===== src/rtl/sfa_pkg.sv =====
package sfa_pkg;
    typedef enum logic {
        MODE_HOLD = 1'b0,
        MODE_HUNT = 1'b1
    } sfa_mode_e;
endpackage


===== src/rtl/sfa_mode_ctrl.sv =====
module sfa_mode_ctrl
    import sfa_pkg::*;
(
    input  logic clk,
    input  logic rst,
    input  logic search_req,
    output logic hunt
);
    sfa_mode_e state_q, state_d;

    always_comb begin
        state_d = state_q;
        unique case (state_q)
            MODE_HOLD: if (search_req)  state_d = MODE_HUNT;
            MODE_HUNT: if (!search_req) state_d = MODE_HOLD;
            default:                    state_d = MODE_HOLD;
        endcase
    end

    always_ff @(posedge clk) begin
        if (rst) state_q <= MODE_HOLD;
        else     state_q <= state_d;
    end

    always_comb begin
        hunt = (state_q == MODE_HUNT);
    end

    AST_MODE_FOLLOWS: assert property (@(posedge clk) disable iff (rst)
        search_req |=> hunt);
    AST_MODE_RELEASE: assert property (@(posedge clk) disable iff (rst)
        !search_req |=> !hunt);
endmodule


===== src/rtl/sfa_pattern_win.sv =====
module sfa_pattern_win #(
    parameter int          WORD_W = 8,
    parameter int          REP    = 3,
    parameter logic [7:0]  SYNC_HI = 8'hF6,
    parameter logic [7:0]  SYNC_LO = 8'h28
) (
    input  logic              clk,
    input  logic              rst,
    input  logic              bit_vld,
    input  logic              bit_in,
    input  logic              hunt,
    output logic              match,
    output logic [WORD_W-1:0] tail
);
    localparam int PAT_W = 2 * REP * WORD_W;

    function automatic logic [PAT_W-1:0] build_pat();
        logic [PAT_W-1:0] p;
        p = '0;
        for (int i = 0; i < 2 * REP; i++) begin
            p[PAT_W-1-i*WORD_W -: WORD_W] = (i < REP) ? WORD_W'(SYNC_HI) : WORD_W'(SYNC_LO);
        end
        return p;
    endfunction

    localparam logic [PAT_W-1:0] PATTERN = build_pat();

    logic [PAT_W-1:0] win_q;
    logic [PAT_W-1:0] win_d;

    always_comb begin
        win_d = {win_q[PAT_W-2:0], bit_in};
        tail  = win_d[WORD_W-1:0];
        match = hunt && bit_vld && (win_d == PATTERN);
    end

    always_ff @(posedge clk) begin
        if (rst)          win_q <= '0;
        else if (bit_vld) win_q <= win_d;
    end

    AST_WIN_STALL: assert property (@(posedge clk) disable iff (rst)
        !bit_vld |=> $stable(win_q));
    AST_MATCH_TAIL: assert property (@(posedge clk) disable iff (rst)
        match |-> (tail == WORD_W'(SYNC_LO)));
endmodule


===== src/rtl/sfa_byte_asm.sv =====
module sfa_byte_asm #(
    parameter int WORD_W = 8
) (
    input  logic              clk,
    input  logic              rst,
    input  logic              bit_vld,
    input  logic              match,
    input  logic [WORD_W-1:0] tail,
    output logic [WORD_W-1:0] byte_out,
    output logic              byte_vld,
    output logic              frame_pulse
);
    localparam int CNT_W = (WORD_W > 1) ? $clog2(WORD_W) : 1;
    localparam logic [CNT_W-1:0] LAST = CNT_W'(WORD_W - 1);

    logic [CNT_W-1:0] cnt_q;
    logic             done;

    always_comb begin
        done = bit_vld && (match || (cnt_q == LAST));
    end

    always_ff @(posedge clk) begin
        if (rst) begin
            cnt_q       <= '0;
            byte_out    <= '0;
            byte_vld    <= 1'b0;
            frame_pulse <= 1'b0;
        end else begin
            byte_vld <= 1'b0;
            if (done) begin
                cnt_q       <= '0;
                byte_out    <= tail;
                byte_vld    <= 1'b1;
                frame_pulse <= match;
            end else if (bit_vld) begin
                cnt_q <= cnt_q + 1'b1;
            end
        end
    end

    AST_STALL_NO_STROBE: assert property (@(posedge clk) disable iff (rst)
        !bit_vld |=> !byte_vld);
    AST_STALL_PHASE: assert property (@(posedge clk) disable iff (rst)
        !bit_vld |=> $stable(cnt_q));
    AST_PULSE_ON_STROBE: assert property (@(posedge clk) disable iff (rst)
        $rose(frame_pulse) |-> byte_vld);
    AST_PULSE_HELD: assert property (@(posedge clk) disable iff (rst)
        !byte_vld |-> $stable(frame_pulse));
endmodule


===== src/rtl/sonet_frame_aligner.sv =====
module sonet_frame_aligner #(
    parameter int         WORD_W  = 8,
    parameter int         REP     = 3,
    parameter logic [7:0] SYNC_HI = 8'hF6,
    parameter logic [7:0] SYNC_LO = 8'h28
) (
    input  logic              clk,
    input  logic              rst,
    input  logic              bit_vld,
    input  logic              bit_in,
    input  logic              search_en,
    output logic [WORD_W-1:0] byte_out,
    output logic              byte_vld,
    output logic              frame_pulse
);
    logic              hunt;
    logic              match;
    logic [WORD_W-1:0] tail;

    sfa_mode_ctrl i_mode (
        .clk        (clk),
        .rst        (rst),
        .search_req (search_en),
        .hunt       (hunt)
    );

    sfa_pattern_win #(
        .WORD_W  (WORD_W),
        .REP     (REP),
        .SYNC_HI (SYNC_HI),
        .SYNC_LO (SYNC_LO)
    ) i_win (
        .clk     (clk),
        .rst     (rst),
        .bit_vld (bit_vld),
        .bit_in  (bit_in),
        .hunt    (hunt),
        .match   (match),
        .tail    (tail)
    );

    sfa_byte_asm #(
        .WORD_W (WORD_W)
    ) i_asm (
        .clk         (clk),
        .rst         (rst),
        .bit_vld     (bit_vld),
        .match       (match),
        .tail        (tail),
        .byte_out    (byte_out),
        .byte_vld    (byte_vld),
        .frame_pulse (frame_pulse)
    );

    AST_PULSE_WORD: assert property (@(posedge clk) disable iff (rst)
        (frame_pulse && byte_vld) |-> (byte_out == WORD_W'(SYNC_LO)));
    AST_PULSE_NEEDS_HUNT: assert property (@(posedge clk) disable iff (rst)
        $rose(frame_pulse) |-> $past(hunt));
endmodule


===== config.mk =====
export PLATFORM = sky130hd
export DESIGN_NAME = sonet_frame_aligner
export DESIGN_NICKNAME = d
export VERILOG_FILES = /design/src/rtl/sfa_pkg.sv /design/src/rtl/sfa_mode_ctrl.sv /design/src/rtl/sfa_pattern_win.sv /design/src/rtl/sfa_byte_asm.sv /design/src/rtl/sonet_frame_aligner.sv
export SDC_FILE = /design/constraint.sdc
export NUM_CORES = 1
export LEC_CHECK = 0
export ABC_CLOCK_PERIOD_IN_PS = 2100
export BUFFER_PORTS_ARGS = -buffer_cell sky130_fd_sc_hd__clkbuf_2
export CORE_MARGIN = 2
export CORE_UTILIZATION = 45
export CTS_CLUSTER_SIZE = 25
export DETAILED_ROUTE_END_ITERATION = 10
export SLEW_MARGIN = 30
export SYNTH_ARGS = -nofsm -noshare
export SYNTH_HDL_FRONTEND = slang
export SYNTH_SLANG_ARGS = --single-unit

===== constraint.sdc =====
create_clock -name clk -period 2.1 [get_ports clk]
set_clock_uncertainty 0.05 [all_clocks]
set_input_delay 0.42 -clock clk [delete_from_list [all_inputs] [get_ports clk]]
set_output_delay 0.42 -clock clk [all_outputs]
set_load 0.03 [all_outputs]

## Word-level counts from Yosys, hierarchy flattened

Index checks and enable logic that the tools add are counted.

| storage, ports and cells | value |
|---|---|
| bits in registers | 61 |
| input port bits | 5 |
| bits in latches | 0 |
| output and inout port bits | 10 |
| memory bits (writable) | 0 |
| memories kept | 0 |
| memory bits (read-only) | 0 |

| cells by class | value |
|---|---|
| multiplexer cells | 2 |
| add/subtract/negate cells | 1 |
| multiply operators | 0 |
| shift-type cells | 0 |
| bitwise operators | 0 |
| equality and inequality tests | 2 |
| $lt $le $gt $ge | 0 |
| reductions and logical operators | 5 |
| div/mod/pow operators | 0 |

Operators with widths:

| cell | count |
|---|---|
| $eq A48 B48 Y1 const B | 1 |
| $add A3 B1 Y3 const B | 1 |
| $eq A3 B3 Y1 const B | 1 |
| $logic_and A1 B1 Y1 | 3 |
| $mux W1 | 2 |
| $reduce_or A2 Y1 | 1 |
| $logic_or A1 B1 Y1 | 1 |

## Longest topological paths before layout

| logic depth | value |
|---|---|
| depth after elaboration | 5 |
| depth in mapped cells | 6 |
| depth with buffers taken out | 5 |

## Cells and area by module

Synthesis repeated with hierarchy kept, for this count alone.

| second synthesis, totals | value |
|---|---|
| cell total of the unflattened synthesis | 235 |
| area, all modules | 2,459.9 um2 |

Modules (own cells, without submodules):

| module | area an instance (um2) | cells each | instances |
|---|---|---|---|
| sfa_pattern_win | 1,846.8 | 177 | 1 |
| sfa_byte_asm | 579.3 | 56 | 1 |
| sfa_mode_ctrl | 33.8 | 2 | 1 |

## Worst setup path after synthesis

Ideal clock, no wire load.

| timing path | value |
|---|---|
| path type | reg2reg |
| from | reg i_win.win_q[5] |
| to | reg i_asm.byte_out[0] |
| arrival time | 1.887 ns |
| slack | 0.046 ns |
| stages on the path, launching flop included | 7 |
| clock period less this slack | 2.054 ns |
| data required time | 1.933 ns |
| buffers on the path | 1 |
| path through | dfxtp_1 or4_1 or4_4 nor4_4 a211oi_1 buf_6 a22o_1 |

| between the ends | value |
|---|---|
| cells in the longest elaborated chain, start to end | 4 |

RTL lines:

| item | line | source |
|---|---|---|
| start: declaration | sfa_pattern_win.sv:28 | `logic [PAT_W-1:0] win_q;` |
| start signal: assignment | sfa_pattern_win.sv:39 | `else if (bit_vld) win_q <= win_d;` |
| $eq A48 B48 Y1 | sfa_pattern_win.sv:34 | `match = hunt && bit_vld && (win_d == PATTERN);` |
| $logic_and A1 B1 Y1 | sfa_pattern_win.sv:34 |  |
| $logic_or A1 B1 Y1 | sfa_byte_asm.sv:20 | `done = bit_vld && (match \|\| (cnt_q == LAST));` |
| $logic_and A1 B1 Y1 | sfa_byte_asm.sv:20 |  |
| end signal: assignment | sfa_byte_asm.sv:33 | `byte_out <= tail;` |
| end: declaration | sfa_byte_asm.sv:9 | `output logic [WORD_W-1:0] byte_out,` |

Every way passes these cells.
A chain may end at the register's enable or synchronous reset.

## Final worst setup path

| timing path | value |
|---|---|
| from | reg i_win.win_q[5] |
| to | reg i_asm.byte_out[3] |

Same word-level chain as after synthesis.

==> flow_summary.rst <==
.. list-table::
   :header-rows: 1

   * - Metric
     - Value
   * - Result of the run
     - finished, violations left
   * - Violated checks
     - negative setup slack
   * - First-pass GRT wire length
     - 6.27 mm
   * - Fraction of power consumed by sequential logic
     - 54.3%
   * - Most used cells in the layout excluding fill and tap cells
     - 60 x dfxtp_1, 48 x mux2i_1, 46 x nor2_1
   * - Area delta synth->final
     - 14.8%
   * - Worst Tran Pin Value
     - 478 ps
   * - Switching part of the total power
     - 21.5%
   * - Final hold violations
     - 0
   * - Antenna violations before repair
     - 0
   * - Hold/Removal Path Class
     - input pin to flip-flop
   * - Max-slew violations
     - 0
   * - Port bufs
     - 14
   * - Critical path's slowest cell
     - or4_1
   * - CTS sink cnt
     - 61
   * - Commonest non-fill, non-tap cell in the layout
     - dfxtp_1
   * - Sequential-to-total area share from yosys stat
     - 53.6%
   * - Count of mapped cells out of synthesis
     - 208
   * - Avg Vias per Cell
     - 5.10
   * - Half-perimeter wire length after detailed placement
     - between 2 and 3 mm
   * - CTS Root Cell
     - clkbuf_8
   * - Combinational Power Share
     - 4.0%
   * - Cell Int Power
     - roughly 0.0017 W
   * - Pin count of the biggest net entering global routing
     - 50
   * - TritonCTS clock tree
     - done
   * - Net count of the finished layout
     - 233
   * - Total setup violations reported at the end of the flow
     - 11
   * - Critical path data required time
     - 2270 ps
   * - Number of buffers added to fix hold violations after cts
     - 0
   * - Hold depth
     - 2
   * - Max Cap Viol
     - 0
   * - Row count
     - 25
   * - Peak Freq
     - around 460 MHz
   * - Vias in the first global route
     - between 1,000 and 1,500
   * - Final design area excluding fillers
     - 0.00262 mm²
   * - Setup total negative slack
     - -529 ps
   * - Netlist Area Pre-Place
     - ~0.0023 mm²
   * - Final worst path period share
     - 103%
   * - Via count of the routed design
     - 1,521
   * - R2R Path Start
     - i_win.win_q[5]
   * - Average instance area after synthesis
     - 10.9 µm²
   * - Nets in the synthesized netlist
     - about 220
   * - Critical Path Source
     - i_win.win_q[5]
   * - Hold-critical path endpoint
     - i_mode.hunt
   * - Unrepaired setup endpoints after global routing
     - true
   * - Routed wire per std cell
     - 13.6 µm
   * - Worst hold-check slack
     - 254 ps
   * - Placer congestion estimate
     - approximately 0.73
   * - Sw Pwr
     - 0.000463 W
   * - Reg-to-reg critical path endpoint
     - i_asm.byte_out[3]
   * - Pwr dens
     - 824 mW/mm²
   * - Core area
     - 0.00479 mm²
   * - Die W
     - between 70 and 80 µm
   * - # placed instances
     - 280
   * - Level count of the clock H-tree
     - 3
   * - Flop-to-flop setup slack
     - -70 ps
   * - Post-layout minimum cycle time
     - approximately 2200 ps
   * - Hold path startpoint
     - search_en
   * - Clock transition at the registers of the reported paths
     - about 60 ps
   * - Die area
     - about 0.0056 mm²
   * - Clk_lat worst skew
     - about 320 ps
   * - Initial Util
     - 47.6%
   * - Overall global routing resource usage
     - roughly 15%
   * - Io pins
     - 15
   * - Max rail drop VDD
     - 430 µV
   * - Arrival @ worst endpoint
     - roughly 2300 ps
   * - DR DRC count
     - 0
   * - Worst-case headroom to the max-slew limit
     - 68.1%
   * - N_diodes
     - 0
   * - Register-to-Register Path Depth
     - 6
   * - Maximum number of buffers from clock root to sink
     - 2
   * - First-iteration detailed-routing DRC count
     - 73
   * - Critical path endpoint category
     - flip-flop
   * - Final WL
     - ~4 mm
   * - Total area of sequential cells
     - roughly 0.0012 mm²
   * - Number of nets with antenna violations after routing
     - 0
   * - Setup slack of the critical path after layout
     - -71.2 ps
   * - Leftover overflow at the end of global routing
     - 0
   * - Count of fill cells added during filler insertion
     - 414
   * - Placed instance area
     - 0.00239 mm²
   * - Fraction of power consumed by the clock network
     - 41.8%
   * - Kind of start point of the critical path
     - flip-flop
   * - Area of the multi-input gates
     - approximately 0.0010 mm²
   * - Static power due to leakage
     - 1.14 nW
   * - Number of buffers added by the clock tree synthesis step
     - 9
   * - Crit path cell chain
     - or4_1 -> or4_4 -> nor4_4 -> buf_6 -> a211oi_4 -> a22o_1
   * - Number of distinct library cells after synthesis
     - 29
   * - Total iterations of the first detailed-routing run
     - 4
   * - Crit Path Category
     - flip-flop to flip-flop
   * - Warning count from the yosys run
     - 0
   * - Share of post-route cells with drive strength above 1
     - 16.0%
   * - Final cell count without fillers
     - 298
   * - Design Power
     - 0.00216 W
   * - Largest stage delay on the critical path
     - 520 ps
   * - Crit-path max FO
     - 11
   * - Die extent in y
     - 75.1 µm
   * - #FFs+latches synth
     - 61
-- metrics by stage --
step	util (%)	worst slack (ps)
after global placement	50.0	11.2
after CTS	54.0	21.1
final	54.6	-71.2
after global routing	54.6	-125
after detailed placement	50.0	-32.0
after floorplan	-	46.1
-- what timing repair did --
action	CTS	global route
endpoints found under the setup margin	10	11
gates resized for setup	4	3
hold endpoints to repair	0	0
setup buffers	0	1
pin swaps	1	10
cloned	0	1
-- metal layers --
metal	global-route usage, %	wire length (µm)	share of wire, %	up-vias
met5	0	0	0	-
met4	9.55	92	2.3	0
met3	4.42	126	3.1	8
met2	22.3	1830	45	22
met1	19.2	1990	49	725
li1	-	-	-	766
-- final cells by class --
type / count / share of cell area [%]
inverters: 1 / 0.144
clock buffers: 15 / 6.36
flip-flops and latches: 61 / 46.7
repair buffers: 19 / 4.26
well taps: 67 / 3.21
clock inverters: 1 / 0.191
multi-input cells: 134 / 39.1
-- cell usage after synthesis (all sizes together) --
library cell | instances | area share (%)
dfxtp | 61 | 54
mux2i | 48 | 21
nor2 | 46 | 7.6
a22o | 8 | 3.1
buf | 8 | 2.1
nand4b | 6 | 2.3
clkbuf | 5 | 0.82
nor2b | 3 | 0.82
or4 | 3 | 1.2
ha | 2 | 1.1
nand3 | 2 | 0.44
nor4 | 2 | 1.2
nor4b | 2 | 0.77
a211oi | 1 | 0.33
a21boi | 1 | 0.33
a21oi | 1 | 0.22
and2 | 1 | 0.27
inv | 1 | 0.16
nand2 | 1 | 0.16
nand2b | 1 | 0.27
nand4bb | 1 | 0.49
nor4bb | 1 | 0.44
o211a | 1 | 0.44
o21a | 1 | 0.33
xor2 | 1 | 0.38
-- worst max path at each step --
stage | endpoint | slack (ps) | cells after the start
floorplan | i_asm.byte_out[0] | 50 | 6
global placement | i_asm.byte_out[5] | 10 | 5
detailed placement | i_asm.byte_out[5] | -30 | 5
CTS | i_asm.byte_out[5] | 20 | 5
global route | i_asm.byte_out[5] | -130 | 6
finish | i_asm.byte_out[3] | -70 | 6
-- kinds of logic (layout without fill, tap and decap cells) --
group | count (synthesis) | in the layout | synth area share (%)
AO/OA/AOI/OAI | 13 | 14 | 4.73
XOR/XNOR | 1 | 1 | 0.385
adder cells (fa/ha/maj) | 2 | 2 | 1.10
buffers and inverters | 14 | 36 | 3.13
flip-flops | 61 | 61 | 53.6
multiplexers | 48 | 48 | 21.1
AND/OR/NAND/NOR | 69 | 69 | 15.9
-- power by group through the flow --
stage                     clock, W  sequential, W  combinational, W
after floorplan                  0        0.00119         0.0000695
after global placement           0        0.00120         0.0000798
after detailed placement         0        0.00120         0.0000824
after CTS                 0.000926        0.00117         0.0000847
after global routing      0.000966        0.00117         0.0000917
final                     0.000900        0.00117         0.0000854
-- state kept, by name, indices dropped and copies added (netlist names) --
name,flops
i_mode.hunt,1
i_win.win_q,47
i_asm.cnt_q,3
i_asm.byte_vld,1
i_asm.frame_pulse,1
i_asm.byte_out,8
-- worst max-delay path: cells and delay by family, from the launching register on --
kind / cells / cell delay [ps]
buffers and inverters: 1 / 160
DFF: 1 / 310
AOI/OAI and AO/OA: 2 / 290
and+or+nand+nor: 3 / 1250
Power figures use the tool's default switching activity.
